`config.mk`:
```
export PLATFORM = sky130hd
export DESIGN_NAME = spi_fsel_master
export DESIGN_NICKNAME = d
export VERILOG_FILES = /design/src/rtl/spi_fsel_pkg.sv /design/src/rtl/sfs_txfifo.sv /design/src/rtl/sfs_halftick.sv /design/src/rtl/sfs_engine.sv /design/src/rtl/spi_fsel_master.sv
export SDC_FILE = /design/constraint.sdc
export NUM_CORES = 1
export LEC_CHECK = 0
export BUFFER_PORTS_ARGS = -buffer_cell sky130_fd_sc_hd__buf_4
export CAP_MARGIN = 20
export CORE_MARGIN = 2
export CORE_UTILIZATION = 32
export CTS_CLUSTER_SIZE = 14
export DETAILED_ROUTE_END_ITERATION = 8
export HOLD_SLACK_MARGIN = 0.12
export PLACE_DENSITY = 0.5
export SLEW_MARGIN = 20
export SYNTH_ARGS = -nofsm -noshare
export SYNTH_HDL_FRONTEND = slang
export SYNTH_SLANG_ARGS = --single-unit
```
`constraint.sdc`:
```
create_clock -name clk -period 3.5 [get_ports clk]
set_clock_uncertainty 0.15 [all_clocks]
set_input_delay 0.35 -clock clk [delete_from_list [all_inputs] [get_ports clk]]
set_output_delay 0.35 -clock clk [all_outputs]
set_load 0.02 [all_outputs]
```
`src/rtl/spi_fsel_pkg.sv`:
```
package spi_fsel_pkg;

   localparam int MIN_WORD = 4;

   typedef enum logic [1:0] {
      ST_IDLE,
      ST_RUN,
      ST_TAIL,
      ST_GAP
   } sfs_state_e;

   typedef struct packed {
      logic cpol;
      logic cpha;
   } sfs_mode_t;

endpackage

```
`src/rtl/sfs_txfifo.sv`:
```
module sfs_txfifo #(
   parameter int W     = 16,
   parameter int DEPTH = 4
) (
   input  logic         clk,
   input  logic         rst_n,
   input  logic [W-1:0] wr_data,
   input  logic         wr_valid,
   output logic         wr_ready,
   input  logic         rd_en,
   output logic [W-1:0] rd_data,
   output logic         empty
);
   localparam int AW = (DEPTH > 1) ? $clog2(DEPTH) : 1;
   localparam int CW = AW + 1;

   if (DEPTH < 2 || (DEPTH & (DEPTH - 1)) != 0) begin : g_bad_depth
      $error("sfs_txfifo: DEPTH must be a power of two of at least 2");
   end

   logic [W-1:0]  mem [DEPTH];
   logic [AW-1:0] wptr, rptr;
   logic [CW-1:0] count;
   logic          wr_en;

   assign wr_ready = (count != CW'(DEPTH));
   assign empty    = (count == '0);
   assign wr_en    = wr_valid && wr_ready;
   assign rd_data  = mem[rptr];

   always_ff @(posedge clk) begin
      if (wr_en) mem[wptr] <= wr_data;
   end

   always_ff @(posedge clk or negedge rst_n) begin
      if (!rst_n) begin
         wptr  <= '0;
         rptr  <= '0;
         count <= '0;
      end else begin
         if (wr_en) wptr <= wptr + 1'b1;
         if (rd_en) rptr <= rptr + 1'b1;
         case ({wr_en, rd_en})
            2'b10:   count <= count + 1'b1;
            2'b01:   count <= count - 1'b1;
            default: count <= count;
         endcase
      end
   end

   // occupancy never exceeds the depth
   a_r9_no_overflow: assert property (@(posedge clk) disable iff (!rst_n)
      count <= CW'(DEPTH));
   // the engine never takes a word from an empty queue
   a_r9_no_underflow: assert property (@(posedge clk) disable iff (!rst_n)
      rd_en |-> !empty);

endmodule

```
`src/rtl/sfs_halftick.sv`:
```
module sfs_halftick #(
   parameter int HALF_DIV = 2
) (
   input  logic clk,
   input  logic rst_n,
   input  logic run,
   output logic tick
);
   if (HALF_DIV < 1) begin : g_bad_div
      $error("sfs_halftick: HALF_DIV must be at least 1");
   end

   if (HALF_DIV == 1) begin : g_every
      assign tick = run;
   end else begin : g_count
      localparam int CW = $clog2(HALF_DIV);
      logic [CW-1:0] cnt;
      logic          wrap;
      assign wrap = (cnt == CW'(HALF_DIV - 1));
      assign tick = run && wrap;
      always_ff @(posedge clk or negedge rst_n) begin
         if (!rst_n)      cnt <= '0;
         else if (!run)   cnt <= '0;
         else if (wrap)   cnt <= '0;
         else             cnt <= cnt + 1'b1;
      end
   end

endmodule

```
`src/rtl/sfs_engine.sv`:
```
module sfs_engine
   import spi_fsel_pkg::*;
#(
   parameter int MAXW = 16,
   parameter int LW   = 5
) (
   input  logic            clk,
   input  logic            rst_n,
   input  logic            tick,
   input  logic            cfg_cpol,
   input  logic            cfg_cpha,
   input  logic [LW-1:0]   cfg_wlen,
   input  logic            fifo_empty,
   input  logic [MAXW-1:0] fifo_head,
   output logic            pop,
   output logic            run,
   output logic            sclk,
   output logic            mosi,
   input  logic            miso,
   output logic            fsel_n,
   output logic [MAXW-1:0] rx_data,
   output logic            rx_valid,
   output logic            busy
);
   localparam int EW = $clog2(2 * MAXW + 1);

   sfs_state_e      state;
   sfs_mode_t       mode_q;
   logic [LW-1:0]   len_q, len_in, load_len;
   logic [EW-1:0]   ecnt, e_next, two_n, cap_edge;
   logic            gap_q, sclk_q, fsel_q, rx_valid_q;
   logic [MAXW-1:0] tx_sh, rx_sh, rx_next, rx_mask, load_word, rx_data_q;
   logic            do_edge, word_end, is_sample, is_shift, last_sample;
   logic            load_idle, load_chain, load_gap;

   always_comb begin
      if (cfg_wlen < LW'(MIN_WORD))  len_in = LW'(MIN_WORD);
      else if (cfg_wlen > LW'(MAXW)) len_in = LW'(MAXW);
      else                           len_in = cfg_wlen;
   end

   assign two_n     = EW'(len_q) << 1;
   assign e_next    = ecnt + 1'b1;
   assign cap_edge  = mode_q.cpha ? two_n : (two_n - 1'b1);
   assign word_end  = (state == ST_RUN) && tick && (ecnt == two_n);
   assign do_edge   = (state == ST_RUN) && tick && (ecnt != two_n);
   assign is_sample = do_edge && (mode_q.cpha ? !e_next[0] : e_next[0]);
   assign is_shift  = do_edge && (mode_q.cpha ? (e_next[0] && e_next != EW'(1)) : !e_next[0]);
   assign last_sample = is_sample && (e_next == cap_edge);

   assign load_idle  = (state == ST_IDLE) && !fifo_empty;
   assign load_chain = word_end && mode_q.cpha && !fifo_empty;
   assign load_gap   = (state == ST_GAP) && tick && gap_q;
   assign pop        = load_idle || load_chain || load_gap;
   assign load_len   = load_idle ? len_in : len_q;
   assign load_word  = fifo_head << (MAXW - int'(load_len));

   assign rx_next = {rx_sh[MAXW-2:0], miso};
   assign rx_mask = {MAXW{1'b1}} >> (MAXW - int'(len_q));

   always_ff @(posedge clk or negedge rst_n) begin
      if (!rst_n) begin
         state      <= ST_IDLE;
         mode_q     <= '0;
         len_q      <= LW'(MIN_WORD);
         ecnt       <= '0;
         gap_q      <= 1'b0;
         sclk_q     <= 1'b0;
         fsel_q     <= 1'b1;
         tx_sh      <= '0;
         rx_sh      <= '0;
         rx_data_q  <= '0;
         rx_valid_q <= 1'b0;
      end else begin
         rx_valid_q <= 1'b0;
         case (state)
            ST_IDLE: begin
               sclk_q <= cfg_cpol;
               if (load_idle) begin
                  mode_q <= '{cpol: cfg_cpol, cpha: cfg_cpha};
                  len_q  <= len_in;
                  tx_sh  <= load_word;
                  ecnt   <= '0;
                  fsel_q <= 1'b0;
                  state  <= ST_RUN;
               end
            end
            ST_RUN: begin
               if (do_edge) begin
                  sclk_q <= ~sclk_q;
                  ecnt   <= e_next;
                  if (is_shift)  tx_sh <= tx_sh << 1;
                  if (is_sample) rx_sh <= rx_next;
                  if (last_sample) begin
                     rx_data_q  <= rx_next & rx_mask;
                     rx_valid_q <= 1'b1;
                  end
               end else if (word_end) begin
                  if (!mode_q.cpha) begin
                     fsel_q <= 1'b1;
                     gap_q  <= 1'b0;
                     state  <= fifo_empty ? ST_IDLE : ST_GAP;
                  end else if (load_chain) begin
                     tx_sh  <= load_word;
                     sclk_q <= ~sclk_q;
                     ecnt   <= EW'(1);
                  end else begin
                     state <= ST_TAIL;
                  end
               end
            end
            ST_TAIL: begin
               if (tick) begin
                  fsel_q <= 1'b1;
                  state  <= ST_IDLE;
               end
            end
            ST_GAP: begin
               if (tick) begin
                  gap_q <= 1'b1;
                  if (load_gap) begin
                     tx_sh  <= load_word;
                     ecnt   <= '0;
                     fsel_q <= 1'b0;
                     state  <= ST_RUN;
                  end
               end
            end
            default: state <= ST_IDLE;
         endcase
      end
   end

   assign busy     = (state != ST_IDLE);
   assign run      = busy;
   assign sclk     = (state == ST_IDLE) ? cfg_cpol : sclk_q;
   assign mosi     = tx_sh[MAXW-1];
   assign fsel_n   = fsel_q;
   assign rx_data  = rx_data_q;
   assign rx_valid = rx_valid_q;

   // an idle block keeps the select high
   a_r1_idle_select: assert property (@(posedge clk) disable iff (!rst_n)
      !busy |-> fsel_n);
   // a frame opens with sclk at its latched idle level
   a_r2_start_level: assert property (@(posedge clk) disable iff (!rst_n)
      $fell(fsel_n) |-> (sclk == mode_q.cpol));
   // sclk only moves inside an asserted select
   a_r3_sclk_in_frame: assert property (@(posedge clk) disable iff (!rst_n)
      (busy && $past(busy) && (sclk != $past(sclk))) |-> !fsel_n);
   // a release between phase-0 words lasts more than one cycle
   a_r4_gap_high: assert property (@(posedge clk) disable iff (!rst_n)
      ($rose(fsel_n) && busy) |=> fsel_n);
   // a phase-1 word with a successor queued keeps the select low
   a_r5_hold_low: assert property (@(posedge clk) disable iff (!rst_n)
      (word_end && mode_q.cpha && !fifo_empty) |=> !fsel_n);
   // the receive strobe is a single-cycle pulse
   a_r8_rx_pulse: assert property (@(posedge clk) disable iff (!rst_n)
      rx_valid |=> !rx_valid);
   // select asserted implies busy
   a_r10_busy_cover: assert property (@(posedge clk) disable iff (!rst_n)
      !fsel_n |-> busy);
   // latched configuration holds for the whole frame
   a_r11_cfg_held: assert property (@(posedge clk) disable iff (!rst_n)
      (busy && $past(busy)) |-> ($stable(mode_q) && $stable(len_q)));

endmodule

```
`src/rtl/spi_fsel_master.sv`:
```
module spi_fsel_master
   import spi_fsel_pkg::*;
#(
   parameter int MAX_WORD   = 16,
   parameter int FIFO_DEPTH = 4,
   parameter int HALF_DIV   = 2,
   localparam int LW        = $clog2(MAX_WORD + 1)
) (
   input  logic                clk,
   input  logic                rst_n,
   input  logic                cfg_cpol,
   input  logic                cfg_cpha,
   input  logic [LW-1:0]       cfg_wlen,
   input  logic [MAX_WORD-1:0] push_data,
   input  logic                push_valid,
   output logic                push_ready,
   output logic                sclk,
   output logic                mosi,
   input  logic                miso,
   output logic                fsel_n,
   output logic [MAX_WORD-1:0] rx_data,
   output logic                rx_valid,
   output logic                busy
);
   if (MAX_WORD < MIN_WORD || MAX_WORD > 32) begin : g_bad_word
      $error("spi_fsel_master: MAX_WORD must lie in 4..32");
   end

   logic                fifo_empty, pop, run, tick;
   logic [MAX_WORD-1:0] fifo_head;

   sfs_txfifo #(.W(MAX_WORD), .DEPTH(FIFO_DEPTH)) u_fifo (
      .clk      (clk),
      .rst_n    (rst_n),
      .wr_data  (push_data),
      .wr_valid (push_valid),
      .wr_ready (push_ready),
      .rd_en    (pop),
      .rd_data  (fifo_head),
      .empty    (fifo_empty)
   );

   sfs_halftick #(.HALF_DIV(HALF_DIV)) u_tick (
      .clk   (clk),
      .rst_n (rst_n),
      .run   (run),
      .tick  (tick)
   );

   sfs_engine #(.MAXW(MAX_WORD), .LW(LW)) u_engine (
      .clk        (clk),
      .rst_n      (rst_n),
      .tick       (tick),
      .cfg_cpol   (cfg_cpol),
      .cfg_cpha   (cfg_cpha),
      .cfg_wlen   (cfg_wlen),
      .fifo_empty (fifo_empty),
      .fifo_head  (fifo_head),
      .pop        (pop),
      .run        (run),
      .sclk       (sclk),
      .mosi       (mosi),
      .miso       (miso),
      .fsel_n     (fsel_n),
      .rx_data    (rx_data),
      .rx_valid   (rx_valid),
      .busy       (busy)
   );

endmodule

```
# --- Yosys cells after proc, flatten, opt, wreduce, memory -nomap -nowiden ---
# Memory sizes are Yosys's and may differ from the RTL's.
# Index checks and enable logic that the tools add are counted.
# Widths: inputs -> output; s select.
op_classes:
  n_eq_ne: 22
  muxes: 59
  n_addsub: 9
  bitwise_logic: 2
  reduce_logical: 34
  order_cmp: 2
  n_shift: 2
ops:
  columns: ["operator", "n"]
  rows:
  - ["$mux 16", 8]
  - ["$mux 6", 8]
  - ["$pmux 16 s3", 1]
  - ["$shl 16x32->16", 1]
  - ["$shr 16x32->16 const A", 1]
  - ["$mux 1", 24]
  - ["$reduce_and 7->1", 3]
  - ["$mux 2", 9]
  - ["$pmux 6 s3", 1]
  - ["$and 16x16->16", 1]
  - ["$mux 5", 3]
  - ["$logic_and 1x1->1", 14]
  - ["$eq 6x6->1", 2]
  - ["$sub 5x5->6 const A", 2]
  - ["$ne 2x1->1 const B", 5]
  - ["$ne 3x1->1 const B", 3]
  - ["$ne 3x3->1 const B", 3]
  - ["$pmux 2 s4", 1]
  - ["$reduce_and 8->1", 1]
  - ["$reduce_bool 2->1", 4]
  - ["$add 6x1->6 const B", 1]
  - ["$eq 2x2->1 const B", 3]
  - ["$ne 6x1->1 const B", 1]
  - ["$ne 6x6->1", 1]
  - ["other kinds (22)", 29]
totals:
  memories: 1
  in_bits: 27
  word_cells: 146
  reg_bits: 73
  ram_bits: 64
memory_table:
  columns: ["memory", "depth", "width", "rd", "rd_clocked_by_memory_dff", "wr", "line_no", "source"]
  rows:
  - ["u_fifo.mem", 4, 16, 1, 0, 1, "sfs_txfifo.sv:21", "logic [W-1:0] mem [DEPTH];"]

# --- Depth between registers and ports, before layout ---
depth:
  depth_word: 11
  mapped_depth: 16

# --- Cells and area by module ---
# A second synthesis with hierarchy kept.
hier_totals:
  hier_cells: 560
  hier_area_um2: 6884.1
modules_own_cells:
  columns: ["module", "n_inst", "area_per_inst_um2", "cells_per_inst"]
  rows:
  - ["sfs_engine", 1, 4115.2, 437]
  - ["sfs_txfifo", 1, 2727.6, 120]
  - ["sfs_halftick", 1, 41.3, 3]

# --- Worst setup path after synthesis ---
# OpenSTA, ideal clock, no wires.
synth_path:
  kind: "reg-to-reg"
  startpoint: "register u_engine.state[0]"
  endpoint: "register u_engine.tx_sh[10]"
  arrival_ns: 3.023
  n_path_buf: 3
  setup_time_ns: 0.084
  stages_incl_launch_ff: 16
  setup_slack_ns: 0.244
  required_ns: 3.266
  cell_sequence: "dfrtp_1 inv_1 ha_1 buf_2 o31ai_2 buf_2 o21ai_0 inv_1 ha_1 nor3b_1 xnor2_1 o21ai_1 or3_4 buf_6 or3_1 a41oi_2"
synth_via:
  elab_chain_len: 10
synth_rtl:
  columns: ["element", "line_no", "source"]
  rows:
  - ["start, declared", "sfs_engine.sv:27", "sfs_state_e state;"]
  - ["start signal, assigned", "sfs_engine.sv:102", "state <= fifo_empty ? ST_IDLE : ST_GAP;"]
  - ["$logic_not 2->1", "sfs_engine.sv:51, sfs_engine.sv:76", null]
  - ["$logic_and 1x1->1", "sfs_engine.sv:51", "assign load_idle = (state == ST_IDLE) && !fifo_empty;"]
  - ["$mux 5", "sfs_engine.sv:55", "assign load_len = load_idle ? len_in : len_q;"]
  - ["$sub 5x5->6", "sfs_engine.sv:56", "assign load_word = fifo_head << (MAXW - int'(load_len));"]
  - ["$shl 16x32->16", "sfs_engine.sv:56", null]
  - ["$mux 16", "sfs_engine.sv:103", "end else if (load_chain) begin"]
  - ["$mux 16", "sfs_engine.sv:99", "if (!mode_q.cpha) begin"]
  - ["$mux 16", "sfs_engine.sv:98", "end else if (word_end) begin"]
  - ["$mux 16", "sfs_engine.sv:89", "if (do_edge) begin"]
  - ["$pmux 16 s3", "sfs_engine.sv:76", "case (state)"]
  - ["end signal, assigned", "sfs_engine.sv:82", "tx_sh <= load_word;"]
  - ["end signal, assigned", "sfs_engine.sv:92", "if (is_shift) tx_sh <= tx_sh << 1;"]
  - ["end signal, assigned", "sfs_engine.sv:104", "tx_sh <= load_word;"]
  - ["end, declared", "sfs_engine.sv:32", "logic [MAXW-1:0] tx_sh, rx_sh, rx_next, rx_mask, load_word, rx_data_q;"]
# Parallel ways exist; a longest one is shown, timed or not. The select of a mux whose other input is x is not followed.
# A chain may end at the register's enable or synchronous reset.

# --- Worst setup path in the final report ---
layout_path:
  startpoint: "input cfg_wlen[4]"
  endpoint: "register u_engine.tx_sh[12]"
layout_via:
  elab_chain_len: 11
layout_rtl:
  columns: ["element", "line_no", "source"]
  rows:
  - ["start, declared", "spi_fsel_master.sv:13", "input logic [LW-1:0] cfg_wlen,"]
  - ["$gt 5x5->1", "sfs_engine.sv:38", "else if (cfg_wlen > LW'(MAXW)) len_in = LW'(MAXW);"]
  - ["$mux 5", "sfs_engine.sv:38", null]
  - ["$mux 5 (*)", "sfs_engine.sv:37", "if (cfg_wlen < LW'(MIN_WORD)) len_in = LW'(MIN_WORD);"]
  - ["$mux 5 (*)", "sfs_engine.sv:55", null]
  - ["$sub 5x5->6 (*)", "sfs_engine.sv:56", null]
  - ["$shl 16x32->16 (*)", "sfs_engine.sv:56", null]
  - ["$mux 16", "sfs_engine.sv:103", null]
  - ["$mux 16", "sfs_engine.sv:99", null]
  - ["$mux 16", "sfs_engine.sv:98", null]
  - ["$mux 16", "sfs_engine.sv:89", null]
  - ["$pmux 16 s3 (*)", "sfs_engine.sv:76", null]
# Mark *: on every way between the ends. The rest lies on a longest branch, timed or not. The select of a mux whose other input is x is not followed.

==> results.md <==
* Status: completed
* H-Tree Depth at 4
* Met3 wire length at just under 600 um
* Number of vias per cell at 5.084
* Met2 WL post-DR at a little over 8000 um
* Least-Margin Pin Slew at 0.9422 ns
* Top Layer Used: met4
* Reg2Reg Launch Point: u_fifo.count[1]
* Max-slew violation count at 0
* GRT Overall Usage at 14.01%
* Maximum vdd ir drop at between 0.4 and 0.5 mV
* CTS Root Cell: clkbuf_16
* Dominant synthesized flop cell: dfrtp_1
* Initial antenna violation count at 0
* Design Area, Final at slightly below 9000 um^2
* Sink Count at between 100 and 150
* RR Endpoint: u_engine.tx_sh[12]
* Die height at approximately 160 um
* Flop2flop setup slack at around 0.27 ns
* Power share of the sequential group at 26.1%
* PwrDens at 1024 nW/um^2
* Starting Density at roughly 32%
* Vias in the first global route at 5123
* Top cells by area, synth: edfxtp_1 26%, dfrtp_1 24%, mux4_2 5.2%
* Cell with the most instances after synthesis: dfrtp_1
* Sequential area share after synthesis at around half
* Min Tclk post-route at around 3.2 ns
* RSZ-0062 raised after global routing: false
* Power share of the clock group at a little over a fifth
* CP endpoint kind: flip-flop
* First-pass detailed-route iteration total at 4
* CTS buffer count at 17
* Critical Path RT at 3.66 ns
* Hold depth at 4
* Total power at a little over 9 mW
* Post-Syn Instances at ~600
* Die area at 24120 um^2
* Post-Syn Area at around 7300 um^2
* M1 wire length at 7177 um
* Die Width at 155.3 um
* Setup_tns at 0 ns
* GRT Residual Overflow at 0
* Pint at roughly 5.3 mW
* Nets at a little over 700
* Area grow syn2layout at 21.47%
* Antenna diodes at 0
* Combinational Power Share at 52.5%
* Leakage power at roughly 3.6 nW
* Critical Path Fanout Max at 11
* Fmax at 308.4 MHz
* First-pass GRT wire length at 26570 um
* Max Cap Viol at 0
* Final WL at about 16000 um
* Synth warn at 0
* Share of cells above drive strength 1 at between 20% and 30%
* Min-delay worst type: input port to flip-flop
* Fin crit share at 92.63%
* Hold EP: u_engine.sclk_q
* Crit start category: input port
* Dominant cell type by area after synthesis: edfxtp_1
* DRC errors left at 0
* R2R depth at 12
* Placeable Area at 22570 um^2
* Final hold slack at approximately 0.17 ns
* Post-synth top area share at 26.23%
* Fin. Hold Viols at 0
* Synth Net Count at approximately 630
* Commonest cells in the synthesized netlist: 71 x dfrtp_1, 64 x edfxtp_1, 49 x nand2_1
* Sw frac at slightly above 40%
* Relative slew slack at 37.18%
* Sw Pwr at 3.776 mW
* Mean routed wirelength per cell at about 16 um
* FP Rows at 55
* Final setup fails at 0
* Post-synth cell types at 90
* Flop and latch count out of synthesis at about 140
* Hpwl dp at ~12000 um
* Hold path start: cfg_cpol
* Syn Area/Cell at between 10 and 15 um^2
* Post-synth ARST share at roughly 53%
* Largest net degree at the start of global routing at between 70 and 80
* Detailed-route via count at around 5000
* Critical path class: input port to flip-flop
* Drt first-iter violations at 250
* Clock tree buffer depth at 2
* I/O pin cnt at 49
* RePlAce Congestion at about 0.84
* Worst EP arrival at roughly 3.4 ns
* TritonCTS clock tree: yes
* PortBufs at 48
* Post-DP Area at 8033 um^2
* Post-Route Utilization at between 30 and 40%
* Post-synth EDFFs at between 60 and 70
* Final ANT Viol Nets at 0
* Worst-Skew Late Latency at 0.43 ns
* Worst-path clk slew at 0.07 ns
-- sequential cells by signal (all words and copies together) (netlist names), 3 cells and up --
name / flops
u_engine.rx_sh: 15
u_fifo.mem: 64
u_engine.rx_data: 16
u_engine.len_q: 5
u_engine.ecnt: 6
u_fifo.count: 3
u_engine.tx_sh: 16
-- cells by family after synthesis --
group	synth area share, %
simple gates	12.28
flops	51.20
compound gates	11.77
mux	14.31
buf+inv	4.133
xor+xnor	3.809
fa+ha+maj	2.494
-- metrics by stage --
step	std cells	setup slack [ns]
after floorplan	593	0.2438
after detailed placement	920	0.3116
final	974	0.2580
after CTS	974	0.2813
after global routing	974	0.03231
after global placement	920	0.3765
-- routing by layer --
layer,vias to the layer above,track usage [%]
li1,2387,-
met1,2452,17.39
met4,0,4.806
met3,12,2.897
met5,-,0
met2,101,24.34
-- worst max-delay path, stage by stage --
cell and delay, ns:
dlygate4sd3_1 0.54, buf_4 0.18, o21ba_2 0.29, nand2_1 0.06
o21ai_0 0.24, inv_1 0.09, ha_1 0.22, nor3b_1 0.15
xnor2_1 0.12, o21ai_1 0.25, or3_4 0.25, nor2_1 0.05
a221o_1 0.31, o32a_1 0.28
-- area by class of cell --
class	count	area (um^2)
fill	2149	13670
sequential	137	3751
multi-input combinational	397	3274
timing repair buffer	95	768.2
clock buffer	17	425.4
tap	285	356.6
clock inverter	15	217.7
inverter	28	105.1
-- power by group through the flow --
stage | Combinational [mW] | Clock, mW | Sequential (mW)
after floorplan | 3.70 | 0 | 2.33
after global placement | 4.73 | 0 | 2.40
after detailed placement | 4.78 | 0 | 2.42
after CTS | 4.81 | 2.00 | 2.39
after global routing | 5.27 | 2.06 | 2.43
final | 4.78 | 1.95 | 2.38
-- placed cells by master (no fill, tap or decap), types with 17 or more instances in the layout --
cell type,count
a21oi_1,23
buf_4,73
clkbuf_16,17
dfrtp_1,71
dlygate4sd3_1,22
edfxtp_1,64
inv_1,26
mux2_2,25
mux2i_1,20
mux4_2,17
nand2_1,49
nor2_1,44
o21ai_0,17
xnor2_1,17
-- worst max path at each step --
stage,from,endpoint,slack (ns),cells past startpoint
global placement,u_engine.len_q[1],u_engine.rx_data[0],0.38,9
detailed placement,u_fifo.count[1],u_engine.tx_sh[12],0.31,12
CTS,cfg_wlen[4],u_engine.tx_sh[12],0.28,14
floorplan,u_engine.state[0],u_engine.tx_sh[10],0.24,15
global route,u_engine.state[1],u_engine.tx_sh[12],0.03,14
finish,cfg_wlen[4],u_engine.tx_sh[12],0.26,14
-- timing repair --
action | in CTS | in global routing
setup buffers | 0 | 0
endpoints found under the hold margin | 140 | 0
setup endpoints to repair | 0 | 1
resized for setup | 0 | 1
hold buffers | 22 | 0
Note: power is estimated with default switching activity, not from simulation.
